<file path="config.mk">
export PLATFORM = sky130hd
export DESIGN_NAME = spec_store_queue
export DESIGN_NICKNAME = d
export VERILOG_FILES = /design/src/rtl/stq_pkg.sv /design/src/rtl/stq_entry_array.sv /design/src/rtl/stq_squash_find.sv /design/src/rtl/stq_ptr_ctrl.sv /design/src/rtl/spec_store_queue.sv
export SDC_FILE = /design/constraint.sdc
export NUM_CORES = 1
export LEC_CHECK = 0
export BUFFER_PORTS_ARGS = -buffer_cell sky130_fd_sc_hd__buf_2
export CAP_MARGIN = 25
export CORE_ASPECT_RATIO = 0.5
export CORE_UTILIZATION = 30
export CTS_CLUSTER_DIAMETER = 40
export DETAILED_ROUTE_END_ITERATION = 10
export PLACE_DENSITY = 0.54
export SETUP_SLACK_MARGIN = 0.05
export SLEW_MARGIN = 25
export SYNTH_ARGS = -nofsm -noshare
export SYNTH_HDL_FRONTEND = slang
export SYNTH_SLANG_ARGS = --single-unit
</file>
<file path="constraint.sdc">
create_clock -name clk -period 6 [get_ports clk]
set_input_delay 0.3 -clock clk [delete_from_list [all_inputs] [get_ports clk]]
set_output_delay 0.3 -clock clk [all_outputs]
set_load 0.05 [all_outputs]
</file>
<file path="src/rtl/stq_pkg.sv">
package stq_pkg;

   // Source of the post-cycle occupancy before dequeue and enqueue adjust it.
   typedef enum logic [1:0] {
      LEN_KEEP   = 2'd0,   // no removal this cycle
      LEN_CONFIRMED = 2'd1, // flush: keep confirmed prefix only
      LEN_CUT    = 2'd2    // misprediction: cut at the first match
   } len_src_e;

endpackage

</file>
<file path="src/rtl/stq_entry_array.sv">
module stq_entry_array #(
   parameter int DEPTH  = 8,
   parameter int ADDR_W = 32,
   parameter int DATA_W = 32,
   parameter int TAG_W  = 3,
   parameter int PTR_W  = 3
) (
   input  logic                         clk,
   input  logic                         rst_n,
   input  logic                         wr_en,
   input  logic [PTR_W-1:0]             wr_idx,
   input  logic [ADDR_W-1:0]            wr_addr,
   input  logic [DATA_W-1:0]            wr_data,
   input  logic                         wr_spec,
   input  logic [TAG_W-1:0]             wr_tag,
   input  logic                         clr_en,
   input  logic [TAG_W-1:0]             clr_tag,
   input  logic [PTR_W-1:0]             rd_idx,
   output logic [ADDR_W-1:0]            rd_addr,
   output logic [DATA_W-1:0]            rd_data,
   output logic                         rd_spec,
   output logic [DEPTH-1:0]             spec_vec,
   output logic [DEPTH-1:0][TAG_W-1:0]  tag_vec
);

   logic [DEPTH-1:0][ADDR_W-1:0] addr_q;
   logic [DEPTH-1:0][DATA_W-1:0] data_q;

   for (genvar s = 0; s < DEPTH; s++) begin : g_slot
      logic hit_wr;
      logic hit_clr;

      assign hit_wr  = wr_en && (wr_idx == PTR_W'(s));
      assign hit_clr = clr_en && (tag_vec[s] == clr_tag);

      always_ff @(posedge clk or negedge rst_n) begin
         if (!rst_n) begin
            addr_q[s]   <= '0;
            data_q[s]   <= '0;
            spec_vec[s] <= 1'b0;
            tag_vec[s]  <= '0;
         end else if (hit_wr) begin
            addr_q[s]   <= wr_addr;
            data_q[s]   <= wr_data;
            spec_vec[s] <= wr_spec;
            tag_vec[s]  <= wr_tag;
         end else if (hit_clr) begin
            spec_vec[s] <= 1'b0;
         end
      end
   end

   assign rd_addr = addr_q[rd_idx];
   assign rd_data = data_q[rd_idx];
   assign rd_spec = spec_vec[rd_idx];

endmodule

</file>
<file path="src/rtl/stq_squash_find.sv">
module stq_squash_find #(
   parameter int DEPTH = 8,
   parameter int TAG_W = 3,
   parameter int PTR_W = 3,
   parameter int CNT_W = 4
) (
   input  logic [PTR_W-1:0]             head,
   input  logic [CNT_W-1:0]             cnt,
   input  logic [CNT_W-1:0]             ccnt,
   input  logic [DEPTH-1:0]             spec_vec,
   input  logic [DEPTH-1:0][TAG_W-1:0]  tag_vec,
   input  logic [TAG_W-1:0]             br_tag,
   output logic                         hit,
   output logic [CNT_W-1:0]             cut_age
);

   // Youngest-to-oldest walk so the last assignment is the oldest match.
   always_comb begin
      logic [PTR_W-1:0] idx;
      hit     = 1'b0;
      cut_age = '0;
      idx     = '0;
      for (int a = DEPTH - 1; a >= 0; a--) begin
         idx = head + PTR_W'(a);
         if ((CNT_W'(a) >= ccnt) && (CNT_W'(a) < cnt) &&
             spec_vec[idx] && (tag_vec[idx] == br_tag)) begin
            hit     = 1'b1;
            cut_age = CNT_W'(a);
         end
      end
   end

endmodule

</file>
<file path="src/rtl/stq_ptr_ctrl.sv">
module stq_ptr_ctrl
   import stq_pkg::*;
#(
   parameter int DEPTH = 8,
   parameter int PTR_W = 3,
   parameter int CNT_W = 4
) (
   input  logic              clk,
   input  logic              rst_n,
   input  logic              enq_req,
   input  logic              deq_fire,
   input  logic              cmt_req,
   input  logic              flush,
   input  logic              mispredict,
   input  logic              cut_hit,
   input  logic [CNT_W-1:0]  cut_age,
   output logic [PTR_W-1:0]  head,
   output logic [PTR_W-1:0]  tail,
   output logic [CNT_W-1:0]  cnt,
   output logic [CNT_W-1:0]  ccnt,
   output logic              full,
   output logic              enq_fire
);

   localparam logic [CNT_W-1:0] DEPTH_C = CNT_W'(DEPTH);

   logic             squash_cyc;
   logic             cmt_fire;
   len_src_e         len_src;
   logic [CNT_W-1:0] base_len;
   logic [CNT_W-1:0] cnt_n;
   logic [CNT_W-1:0] ccnt_n;

   assign squash_cyc = flush | mispredict;
   assign full       = (cnt == DEPTH_C);
   assign enq_fire   = enq_req & ~full & ~squash_cyc;
   assign cmt_fire   = cmt_req & ~squash_cyc & (ccnt < cnt);
   assign tail       = head + cnt[PTR_W-1:0];

   always_comb begin
      if (flush)                    len_src = LEN_CONFIRMED;
      else if (mispredict && cut_hit) len_src = LEN_CUT;
      else                          len_src = LEN_KEEP;
      unique case (len_src)
         LEN_CONFIRMED: base_len = ccnt;
         LEN_CUT:       base_len = cut_age;
         default:       base_len = cnt;
      endcase
   end

   assign cnt_n  = base_len - CNT_W'(deq_fire) + CNT_W'(enq_fire);
   assign ccnt_n = ccnt - CNT_W'(deq_fire) + CNT_W'(cmt_fire);

   always_ff @(posedge clk or negedge rst_n) begin
      if (!rst_n) begin
         head <= '0;
         cnt  <= '0;
         ccnt <= '0;
      end else begin
         head <= head + PTR_W'(deq_fire);
         cnt  <= cnt_n;
         ccnt <= ccnt_n;
      end
   end

endmodule

</file>
<file path="src/rtl/spec_store_queue.sv">
module spec_store_queue #(
   parameter int DEPTH  = 8,
   parameter int ADDR_W = 32,
   parameter int DATA_W = 32,
   parameter int TAG_W  = 3
) (
   input  logic              clk,
   input  logic              rst_n,
   input  logic              enq_valid,
   input  logic [ADDR_W-1:0] enq_addr,
   input  logic [DATA_W-1:0] enq_data,
   input  logic              enq_spec,
   input  logic [TAG_W-1:0]  enq_tag,
   output logic              enq_full,
   input  logic              br_valid,
   input  logic              br_mispredict,
   input  logic [TAG_W-1:0]  br_tag,
   input  logic              cmt_valid,
   input  logic              flush,
   output logic              mem_req_valid,
   input  logic              mem_req_ready,
   output logic [ADDR_W-1:0] mem_req_addr,
   output logic [DATA_W-1:0] mem_req_data
);

   localparam int PTR_W = (DEPTH > 1) ? $clog2(DEPTH) : 1;
   localparam int CNT_W = $clog2(DEPTH + 1);

   if (DEPTH < 2 || (DEPTH & (DEPTH - 1)) != 0) begin : g_bad_depth
      $error("spec_store_queue: DEPTH must be a power of two, at least 2");
   end
   if (ADDR_W < 1 || DATA_W < 1) begin : g_bad_width
      $error("spec_store_queue: ADDR_W and DATA_W must be positive");
   end
   if (TAG_W < 1) begin : g_bad_tag
      $error("spec_store_queue: TAG_W must be positive");
   end

   logic [PTR_W-1:0]            head;
   logic [PTR_W-1:0]            tail;
   logic [CNT_W-1:0]            cnt;
   logic [CNT_W-1:0]            ccnt;
   logic                        full;
   logic                        enq_fire;
   logic                        deq_fire;
   logic                        resolve_ok;
   logic                        mispredict;
   logic                        cut_hit;
   logic [CNT_W-1:0]            cut_age;
   logic                        wr_spec;
   logic                        head_spec;
   logic [DEPTH-1:0]            spec_vec;
   logic [DEPTH-1:0][TAG_W-1:0] tag_vec;

   assign resolve_ok = br_valid & ~br_mispredict;
   assign mispredict = br_valid &  br_mispredict;
   assign wr_spec    = enq_spec & ~(resolve_ok && (enq_tag == br_tag));

   stq_ptr_ctrl #(
      .DEPTH (DEPTH),
      .PTR_W (PTR_W),
      .CNT_W (CNT_W)
   ) ptr_i (
      .clk        (clk),
      .rst_n      (rst_n),
      .enq_req    (enq_valid),
      .deq_fire   (deq_fire),
      .cmt_req    (cmt_valid),
      .flush      (flush),
      .mispredict (mispredict),
      .cut_hit    (cut_hit),
      .cut_age    (cut_age),
      .head       (head),
      .tail       (tail),
      .cnt        (cnt),
      .ccnt       (ccnt),
      .full       (full),
      .enq_fire   (enq_fire)
   );

   stq_entry_array #(
      .DEPTH  (DEPTH),
      .ADDR_W (ADDR_W),
      .DATA_W (DATA_W),
      .TAG_W  (TAG_W),
      .PTR_W  (PTR_W)
   ) arr_i (
      .clk      (clk),
      .rst_n    (rst_n),
      .wr_en    (enq_fire),
      .wr_idx   (tail),
      .wr_addr  (enq_addr),
      .wr_data  (enq_data),
      .wr_spec  (wr_spec),
      .wr_tag   (enq_tag),
      .clr_en   (resolve_ok),
      .clr_tag  (br_tag),
      .rd_idx   (head),
      .rd_addr  (mem_req_addr),
      .rd_data  (mem_req_data),
      .rd_spec  (head_spec),
      .spec_vec (spec_vec),
      .tag_vec  (tag_vec)
   );

   stq_squash_find #(
      .DEPTH (DEPTH),
      .TAG_W (TAG_W),
      .PTR_W (PTR_W),
      .CNT_W (CNT_W)
   ) find_i (
      .head     (head),
      .cnt      (cnt),
      .ccnt     (ccnt),
      .spec_vec (spec_vec),
      .tag_vec  (tag_vec),
      .br_tag   (br_tag),
      .hit      (cut_hit),
      .cut_age  (cut_age)
   );

   // Head is confirmed whenever any confirmed entry exists (confirmation is in order).
   assign mem_req_valid = (ccnt != '0) & ~head_spec;
   assign deq_fire      = mem_req_valid & mem_req_ready;
   assign enq_full      = full;

endmodule

</file>
==> results of run 1 <==
state kept, by name, indices dropped and copies added, names as in the netlist:
name            flops
ptr_i.ccnt          4
arr_i.spec_vec      8
arr_i.tag_vec      24
ptr_i.head          3
arr_i.data_q      256
arr_i.addr_q      256
ptr_i.cnt           4
cells in the final DEF, fill, tap and decap left out, types with 5 or more instances in the layout:
| cell type | synthesis | routed |
|---|---|---|
| nor2_1 | 15 | 11 |
| clkinvlp_4 | 0 | 11 |
| buf_4 | 1 | 21 |
| inv_1 | 18 | 18 |
| ha_1 | 22 | 22 |
| clkbuf_8 | 0 | 10 |
| xor2_1 | 19 | 19 |
| nor2b_1 | 5 | 5 |
| inv_6 | 0 | 6 |
| clkbuf_1 | 58 | 7 |
| o21ai_0 | 15 | 15 |
| clkbuf_16 | 0 | 79 |
| buf_2 | 30 | 143 |
| bufinv_16 | 0 | 7 |
| buf_12 | 0 | 5 |
| nand2_1 | 182 | 181 |
| a21oi_1 | 8 | 8 |
| nand3_1 | 7 | 6 |
| clkinv_2 | 0 | 8 |
| nand4_1 | 13 | 13 |
| dlygate4sd3_1 | 0 | 46 |
| mux2_2 | 549 | 549 |
| dfrtp_1 | 555 | 552 |
| xnor2_1 | 39 | 39 |
| mux2i_1 | 34 | 34 |
| clkinv_4 | 0 | 5 |
| mux4_2 | 160 | 160 |
area by class of cell:
type,instances,area share
Clock buffer,96,0.06667
Multi-Input combinational cell,1130,0.3904
Sequential cell,555,0.4328
Tap cell,1185,0.04617
Clock inverter,42,0.01648
Timing Repair Buffer,216,0.04512
Inverter,19,0.002260
Antenna cell,1,0.00007793
cell families after synthesis:
| kind of cell | after synthesis | synth area share |
|---|---|---|
| muxes | 745 | 0.3770 |
| DFF | 555 | 0.5152 |
| and+or+nand+nor | 252 | 0.04135 |
| buffers and inverters | 143 | 0.02232 |
| xor gates and xnor gates | 61 | 0.02065 |
| AOI/OAI and AO/OA | 47 | 0.01100 |
| adders and majority gates | 25 | 0.01244 |
per-stage QoR:
stage | util | cells | hold WS, ps
CTS | 0.3622 | 3243 | 0.4694
global route | 0.3623 | 3244 | 17.70
global placement | 0.3268 | 3059 | 398.8
finish | 0.3623 | 3244 | 34.76
floorplan | - | 1828 | 4.409
detailed placement | 0.3268 | 3059 | 394.6
power groups by stage:
stage                     logic, mW  clock network [mW]  registers, mW
after global placement         9.53                   0           6.56
after detailed placement       9.64                   0           6.61
after CTS                      9.69                4.78           6.56
after floorplan                7.70                   0           6.15
final                          9.53                4.65           6.56
after global routing           10.2                4.95           6.80
critical path, delay by kind of cell, from the launching register on:
kind	cells	cell delay, ps
XOR/XNOR	2	250
adder cells (fa/ha/maj)	2	640
AND/OR/NAND/NOR	5	1310
AO/OA/AOI/OAI	5	880
buffers and inverters	2	450
flip-flops	1	460
multiplexers	2	640
metal layers:
layer | GRT usage | up-vias | share of wire
met3 | 0.02281 | 89 | 0.025
met2 | 0.2539 | 213 | 0.51
li1 | - | 7068 | -
met1 | 0.1969 | 8443 | 0.45
met4 | 0.03859 | 2 | 0.020
met5 | 0 | - | 0.00026
how the worst min path moves through the flow:
stage | start | end | slack (ps) | cells after the start
CTS | enq_data[3] | arr_i.data_q[131] | 0.5 | 2
floorplan | rst_n | arr_i.addr_q[0] | 4 | 0
finish | enq_addr[21] | arr_i.addr_q[149] | 30 | 2
global placement | rst_n | arr_i.data_q[253] | 400 | 1
detailed placement | rst_n | arr_i.data_q[125] | 390 | 1
global route | enq_data[29] | arr_i.data_q[157] | 20 | 2
timing repair:
action | in CTS | in global routing
hold endpoints to repair | 350 | 0
setup buffers | 0 | 0
hold buffers | 46 | 0
resized for setup | 0 | 0
endpoints found under the setup margin | 0 | 0
==> results.cfg, run 1 <==
[run_status]
status = finished, final reports clean

[timing]
min_period_ps = 4707
slew_violations = 0
max_freq_ghz = 0.2124
clock_skew_ps = 35.53
hold_viol_final = 0
worst_pin_slew_ps = 1026
relSlewSlack = 0.3162
fin_tns_setup_ps = 0
setup_violations = 0
rsz0062_at_grt = no
fin_ws_ps = 1293
fin_crit_sh = 0.7846

[power]
internal_power_mw = 12.82
design_power_total_mw = 20.74
p_clk_frac = 0.224
p_leak_nw = 14.05
swShare = 0.3815
comb_power_share = 0.459
pwr-share-seq = 0.316
power_density_nw_per_um2 = 645.7
switchingPower_mw = 7.911
peakVddDrop_mv = 0.3146

[placed_design]
hpwlAfterDp_um = 37730
pre_cts_ws_ps = 1285
gp_congestion = 0.8014
place_area_um2 = 28970
port_buffers = 144

[logic_synthesis]
synth_cell_types = 57
synth_seq_cells = 555
ys_warn_count = 0
synth-async-reset-ratio = 1.000
syn-mean-instance-area_um2 = 14.75
synth_top_flop_cell = dfrtp_1
synth-edff-count = 0
syn_inst = 1828
synth_common_cells = dfrtp_1 (555), mux2_2 (549), nand2_1 (182)
synth_area_um2 = 26960
yosys.area.top_type = dfrtp_1
ys_seq_area_frac = 0.5152
syn_nets = 1932
synth_top_cells_by_area = dfrtp_1 (52%), mux2_2 (23%), mux4_2 (13%)
netlist.area_leader.share = 0.5152
yosysMostFrequentCell = dfrtp_1

[critical_path]
critPathArrivalTime_ps = 5220
startpoint = ptr_i.head[0]
r2r_cells = 18
cp-start-kind = flip-flop
critPathRequiredTime_ps = 6520
end_kind = flip-flop
critical-path-slowest-cell = or4_4
worstPathMaxFanout = 16
r2r_setup_slack_ps = 1290
cpPeakStageDelay_ps = 570
crit_path_end = ptr_i.cnt[3]
worstReg2RegEnd = ptr_i.cnt[3]
rr_startpoint = ptr_i.head[0]
critPathKind = flip-flop to flip-flop
path_cells = inv_1 > ha_1 > buf_4 > mux2i_1 > mux4_2 > xnor2_1 > or4_4 > nand2_1 > nor2_1 > o21ai_0 > o21ai_0 > o21a_1 > ha_1 > a21o_1 > a21o_1 > or4_4 > nand3_2 > xnor2_1

[finish]
nFillCells = 8495
area_delta_synth_final_pct = 19.12
design_area_um2 = 32110
multiInputGateArea_um2 = 12540
layout.nets = 2103
seq_area_um2 = 13900
drive_gt1_frac = 0.5019

[floorplanning]
die_x_um = 425.9
rows = 77
start_util = 0.3041
io_pins = 145
die_area_um2 = 91130
die_y_um = 214.0
core_um2 = 88640

[cts]
insertion_delay_ps = 630
clk_pin_slew_ps = 60
cts.sinks = 555
cts_buffer_depth = 3
cts_tree = built
numCtsBuffers = 77
htreeDepth = 3
cts_root_buf = clkbuf_16

[global_routing]
grt_pass1_wl_um = 105500
grt_max_degree = 157
grt_util_all_layers = 0.1489
grt_pass1_vias = 16980
gr-total-overflow = 0
antenna_found_initial = 2

[routing]
viasPerCell = 4.875
drc_errors = 0
route.detailed.wl_per_inst_um = 20.43
drt_wl_total_um = 66260
via_count = 15820
drt_iter0_drc = 935
ant_nets = 0
first_pass_iters = 5

[flow_run]
max_cap_violations = 0

[hold_path]
hold_path_class = input pin to flip-flop
(Power assumes the default switching activity.)
==> run 2: changes to the inputs <==
--- a/config.mk
+++ b/config.mk
@@ -5,13 +5,14 @@
 export SDC_FILE = /design/constraint.sdc
 export NUM_CORES = 1
 export LEC_CHECK = 0
+export ABC_AREA = 1
 export BUFFER_PORTS_ARGS = -buffer_cell sky130_fd_sc_hd__buf_2
 export CAP_MARGIN = 25
 export CORE_ASPECT_RATIO = 0.5
 export CORE_UTILIZATION = 30
 export CTS_CLUSTER_DIAMETER = 40
 export DETAILED_ROUTE_END_ITERATION = 10
-export PLACE_DENSITY = 0.54
+export PLACE_DENSITY = 0.56
 export SETUP_SLACK_MARGIN = 0.05
 export SLEW_MARGIN = 25
 export SYNTH_ARGS = -nofsm -noshare
==> constraint.sdc (replaced) <==
create_clock -name clk -period 3.8 [get_ports clk]
set_input_delay 0.19 -clock clk [delete_from_list [all_inputs] [get_ports clk]]
set_output_delay 0.19 -clock clk [all_outputs]
set_load 0.05 [all_outputs]
==> run 2 against run 1 <==
Combinational power is 63% higher. Via count is 43% higher. Final cell count is 41% higher. Sequential share of layout area is 0.46 points higher. Total power is 59% higher. Highest routed layer is now met4.
==> results.cfg, run 2 <==
[logic_synthesis]
synthSimpleGateAreaFrac = 0.1770
ys_warn_count = 0
synth_compound_area_frac = 0.2109
netlist.area_leader.share = 0.5286
synth-edff-count = 0
synth_area_um2 = 26280
syn-mean-instance-area_um2 = 8.145
synth_top_flop_cell = dfrtp_1
yosys.area.top_type = dfrtp_1
synth-async-reset-ratio = 1.000
synthMuxAreaShare = 0
synth_cell_types = 38
synth_top_cells_by_area = dfrtp_1 (53%), o21ai_0 (14%), nand2_1 (11%)
ys_seq_area_frac = 0.5286
synth_seq_cells = 555
synth-xor-area-share = 0.006238
syn_nets = 3330
synth_common_cells = nand2_1 (786), o21ai_0 (750), dfrtp_1 (555)
synth_top_family_by_area = compound AO/OA/AOI/OAI gates
synth_fa_ha_area_frac = 0.01276
syn_inst = 3226
yosysMostFrequentCell = nand2_1

[critical_path]
critPathRequiredTime_ps = 3610
critPathKind = flip-flop to output port
cp-start-kind = flip-flop
timing.critical_path.max_delay_family = buffers and inverters
critical-path-slowest-cell = buf_6
cp_num_buf_inv = 5
critPathArrivalTime_ps = 3390
worstPathMaxFanout = 88
r2r_setup_slack_ps = 380
worst_path_most_repeated_cell = buf_6
path_cells = inv_8 > buf_6 > buf_6 > buf_6 > o21a_1 > o21ai_0 > o2111ai_1 > buf_2
end_kind = output port
cpPeakStageDelay_ps = 590

[timing]
hold_viol_final = 0
rsz0062_at_grt = no
min_period_ps = 3580
whs_ps = 19.96
slew_violations = 0
worst_pin_slew_ps = 949.5
relSlewSlack = 0.3601
clock_skew_ps = 44.48
fin_crit_sh = 0.9421
fin_ws_ps = 220.0
setup_violations = 0
max_freq_ghz = 0.2793
fin_tns_setup_ps = 0

[finish]
mostFrequentLayoutCell = nand2_1
drive_gt1_frac = 0.1099
multiInputGateArea_um2 = 10860
nFillCells = 8877
final_cell_mix = nand2_1 (785), o21ai_0 (750), dfrtp_1 (552)
design_area_um2 = 31770
layout.nets = 3457
fin_cells = 4585
seq_area_um2 = 13890
fin_util = 0.3675
area_delta_synth_final_pct = 20.90
top_regs = arr_i.addr_q x256, arr_i.data_q x256, arr_i.tag_vec x24

[cts]
cts.sinks = 555
cts_tree = built
htreeDepth = 3
cts_buffer_depth = 3
cts_root_buf = clkbuf_16
numCtsBuffers = 74
clk_pin_slew_ps = 60
insertion_delay_ps = 640

[routing]
drc_errors = 0
via_count = 22670
drt_iter0_drc = 2009
first_pass_iters = 6
drt_wl_total_um = 81060
route.detailed.wl_per_inst_um = 17.68
ant_nets = 0
viasPerCell = 4.944

[placed_design]
port_buffers = 144
pre_cts_ws_ps = 151.4
gp_congestion = 0.9218
hpwlAfterDp_um = 48600
place_area_um2 = 28370
place_inst = 4378

[hold_path]
hold_path_class = input pin to flip-flop

[power]
peakVddDrop_mv = 0.4658
p_leak_nw = 14.80
design_power_total_mw = 32.88
power_density_nw_per_um2 = 1035

[global_routing]
grt_max_degree = 171
grt_util_all_layers = 0.1845
antenna_found_initial = 2
grt_pass1_vias = 21960
grt_pass1_wl_um = 128800
gr-total-overflow = 0

[floorplanning]
die_y_um = 211.3
rows = 76
io_pins = 145
start_util = 0.3040
die_x_um = 420.5
core_um2 = 86440
die_area_um2 = 88840

[flow_run]
max_cap_violations = 0

[run_status]
status = finished, final reports clean
run 2: cell types whose count changed in the layout (fill, tap and decap cells not counted), moves of 160 or more:
cell / delta
o21ai_0: +735
nor2_1: +217
mux4_2: -160
inv_1: +181
nand2_1: +604
mux2_2: -549
run 2: worst reg2reg max path: cells and delay by family, from the launching register on:
kind,cells,cell delay (ps)
AOI/OAI and AO/OA,3,510
adders and majority gates,2,470
buffers and inverters,3,270
DFF,1,450
and+or+nand+nor,17,1600
run 2: worst paths after layout:
kind | from | endpoint | cells past startpoint
hold / removal | enq_tag[2] | arr_i.tag_vec[11] | 3
setup reg to reg | ptr_i.ccnt[2] | ptr_i.cnt[3] | 25
min in group asynchronous | rst_n | ptr_i.cnt[2] | 2
max in group asynchronous | rst_n | arr_i.data_q[101] | 3
setup / recovery | ptr_i.head[0] | mem_req_data[0] | 8
hold reg to reg | arr_i.data_q[247] | arr_i.data_q[247] | 2
run 2: logic make-up after synthesis:
kind of cell	count (synthesis)
buffers and inverters	433
AO/OA/AOI/OAI	1017
XOR/XNOR	17
AND/OR/NAND/NOR	1179
adder cells (fa/ha/maj)	25
flip-flops	555
run 2: routing by layer:
layer / share of wire / track usage
met5: 0 / 0
met4: 0.019 / 0.04865
met3: 0.045 / 0.02721
met2: 0.47 / 0.2993
met1: 0.47 / 0.2569
run 2: report_power, final:
group / switching, mW / internal, mW / total [mW]
Clock: 2.91 / 4.40 / 7.30
Sequential: 1.53 / 8.57 / 10.1
Combinational: 11.0 / 4.48 / 15.5
run 2: layout make-up:
cell class                 instances  share of cell area
clock buffer                      89             0.06294
sequential                       555              0.4374
timing repair buffer             270             0.06676
multi-input combinational       2238              0.3417
clock inverter                    47             0.01906
antenna                            2           0.0001576
tap                             1170             0.04608
inverter                         214             0.02584
run 2: timing repair:
item,4_1_cts,5_1_grt
gates cloned,0,1
hold buffers,66,0
pin swaps,0,2
gates resized for setup,2,18
setup buffers,0,2
endpoints found under the setup margin,18,13
endpoints found under the hold margin,591,0
==> run 3: changes to the inputs <==
--- a/config.mk
+++ b/config.mk
@@ -8,7 +8,7 @@
 export ABC_AREA = 1
 export BUFFER_PORTS_ARGS = -buffer_cell sky130_fd_sc_hd__buf_2
 export CAP_MARGIN = 25
-export CORE_ASPECT_RATIO = 0.5
+export CORE_ASPECT_RATIO = 0.8
 export CORE_UTILIZATION = 30
 export CTS_CLUSTER_DIAMETER = 40
 export DETAILED_ROUTE_END_ITERATION = 10
==> run 3 against run 2 <==
Non-clock buffer count increased by 6. Largest power group unchanged. Flip-flop and latch count unchanged. Critical path depth decreased by 2. Register-to-register slack improved by 70 ps. Combinational power about the same. Worst setup slack got worse by 40 ps. Global-route usage decreased by 0.24 points. Final cell count decreased by 0.35%. Die area about the same. Largest cell class unchanged.
==> results.cfg, run 3 (synthesized netlist as in run 2, its figures left out) <==
[run_status]
status = finished, final reports clean

[critical_path]
critPathRequiredTime_ps = 3610
cp-start-kind = flip-flop
critPathKind = flip-flop to output port
worstPathMaxFanout = 74
r2r_cells = 26
end_kind = output port
critPathArrivalTime_ps = 3430

[finish]
drive_gt1_frac = 0.1180
multiInputGateArea_um2 = 10860
area_delta_synth_final_pct = 22.18
layout.nets = 3473
mostFrequentLayoutCell = nand2_1
final_cell_mix = nand2_1 (784), o21ai_0 (750), dfrtp_1 (554)
top_regs = arr_i.addr_q x256, arr_i.data_q x256, arr_i.tag_vec x24
nFillCells = 8930
design_area_um2 = 32100
seq_area_um2 = 13890

[power]
comb_power_share = 0.460
switchingPower_mw = 15.46
p_leak_nw = 15.04
internal_power_mw = 18.02
peakVddDrop_mv = 0.6797
design_power_total_mw = 33.48
p_clk_frac = 0.240
pwr-share-seq = 0.299
power_density_nw_per_um2 = 1043
swShare = 0.4618

[global_routing]
grt_use_met1 = 0.2626
grt_use_met2 = 0.2786
grt_pass1_wl_um = 127800
grt.met3_usage = 0.03582
grt_pass1_vias = 21890
grt_max_degree = 99
antenna_found_initial = 6
grt_util_all_layers = 0.1822
grt-busiest-layer = met2
gr-total-overflow = 0

[floorplanning]
core_um2 = 86240
die_y_um = 266.7
io_pins = 145
start_util = 0.3047
die_x_um = 332.9
rows = 96
die_area_um2 = 88780

[timing]
min_period_ps = 3620
max_freq_ghz = 0.2763
fin_tns_setup_ps = 0
fin_crit_sh = 0.9526
clock_skew_ps = 25.88
hold_viol_final = 0
rsz0062_at_grt = yes
relSlewSlack = 0.3375
slew_violations = 0
setup_violations = 0
worst_pin_slew_ps = 983.0
fin_ws_ps = 180.2

[placed_design]
place_area_um2 = 28370
pre_cts_ws_ps = 372.3
port_buffers = 144
hpwlAfterDp_um = 47400
gp_congestion = 0.8888

[routing]
drc_errors = 0
drt_wl_total_um = 79740
first_pass_iters = 5
ant_nets = 0
drt_iter0_drc = 1868
route.detailed.wl_per_inst_um = 17.45
viasPerCell = 4.921
via_count = 22480

[hold_path]
hold_path_class = input pin to flip-flop
hold_depth = 3

[cts]
cts.sinks = 555
numCtsBuffers = 84
cts_tree = built
insertion_delay_ps = 630
htreeDepth = 3
cts_root_buf = clkbuf_16
clk_pin_slew_ps = 60
cts_buffer_depth = 3

[flow_run]
max_cap_violations = 0
-- run 3: final cells by class --
class | instances | share of cell area
Antenna cell | 2 | 0.0001559
Clock buffer | 103 | 0.07343
Clock inverter | 54 | 0.01894
Inverter | 214 | 0.02549
Multi-Input combinational cell | 2238 | 0.3382
Sequential cell | 555 | 0.4327
Tap cell | 1127 | 0.04393
Timing Repair Buffer | 276 | 0.06712
-- run 3: path summary, 6_finish.rpt --
kind | startpoint | end | slack [ps]
hold reg to reg | arr_i.addr_q[7] | arr_i.addr_q[7] | 480
setup / recovery | ptr_i.head[0] | mem_req_addr[11] | 180
min in group asynchronous | rst_n | arr_i.data_q[211] | 150
hold / removal | enq_tag[2] | arr_i.tag_vec[11] | 40
setup reg to reg | ptr_i.head[0] | ptr_i.cnt[3] | 450
max in group asynchronous | rst_n | arr_i.addr_q[20] | 2680
-- run 3: power by group through the flow --
| stage | registers (mW) | clock network (mW) | logic [mW] |
|---|---|---|---|
| after floorplan | 9.61 | 0 | 11.1 |
| after global placement | 10.0 | 0 | 15.1 |
| after detailed placement | 10.1 | 0 | 15.3 |
| after CTS | 10.0 | 8.21 | 15.4 |
| after global routing | 10.3 | 8.47 | 17.2 |
| final | 10.0 | 8.05 | 15.4 |
-- run 3: per-stage QoR --
stage | instances | utilization | hold slack, ps
2_1_floorplan | 3226 | - | -105.6
3_3_place_gp | 4342 | 0.3289 | 259.2
3_5_place_dp | 4342 | 0.3289 | 256.7
4_1_cts | 4565 | 0.3711 | 0.8267
5_1_grt | 4568 | 0.3722 | 21.00
6_report | 4569 | 0.3722 | 44.84
-- run 3: layer usage --
metal  part of all wire  up-vias
met1               0.49    10780
met5            0.00066        -
met2               0.43      535
met4              0.021        8
li1                   -    11050
met3              0.056      108
-- run 3: what timing repair did --
item | in CTS | in global routing
setup buffers | 0 | 2
endpoints found under the hold margin | 567 | 0
gates resized for setup | 2 | 18
gates cloned | 0 | 0
pin swaps | 0 | 1
hold buffers | 66 | 0
endpoints found under the setup margin | 16 | 14
-- run 3: critical path, stage by stage, from the launching register on --
cell and delay, ps:
dfrtp_4 460, buf_4 340, buf_6 490, buf_6 420
o21ai_0 150, o2111ai_1 480, buf_2 370
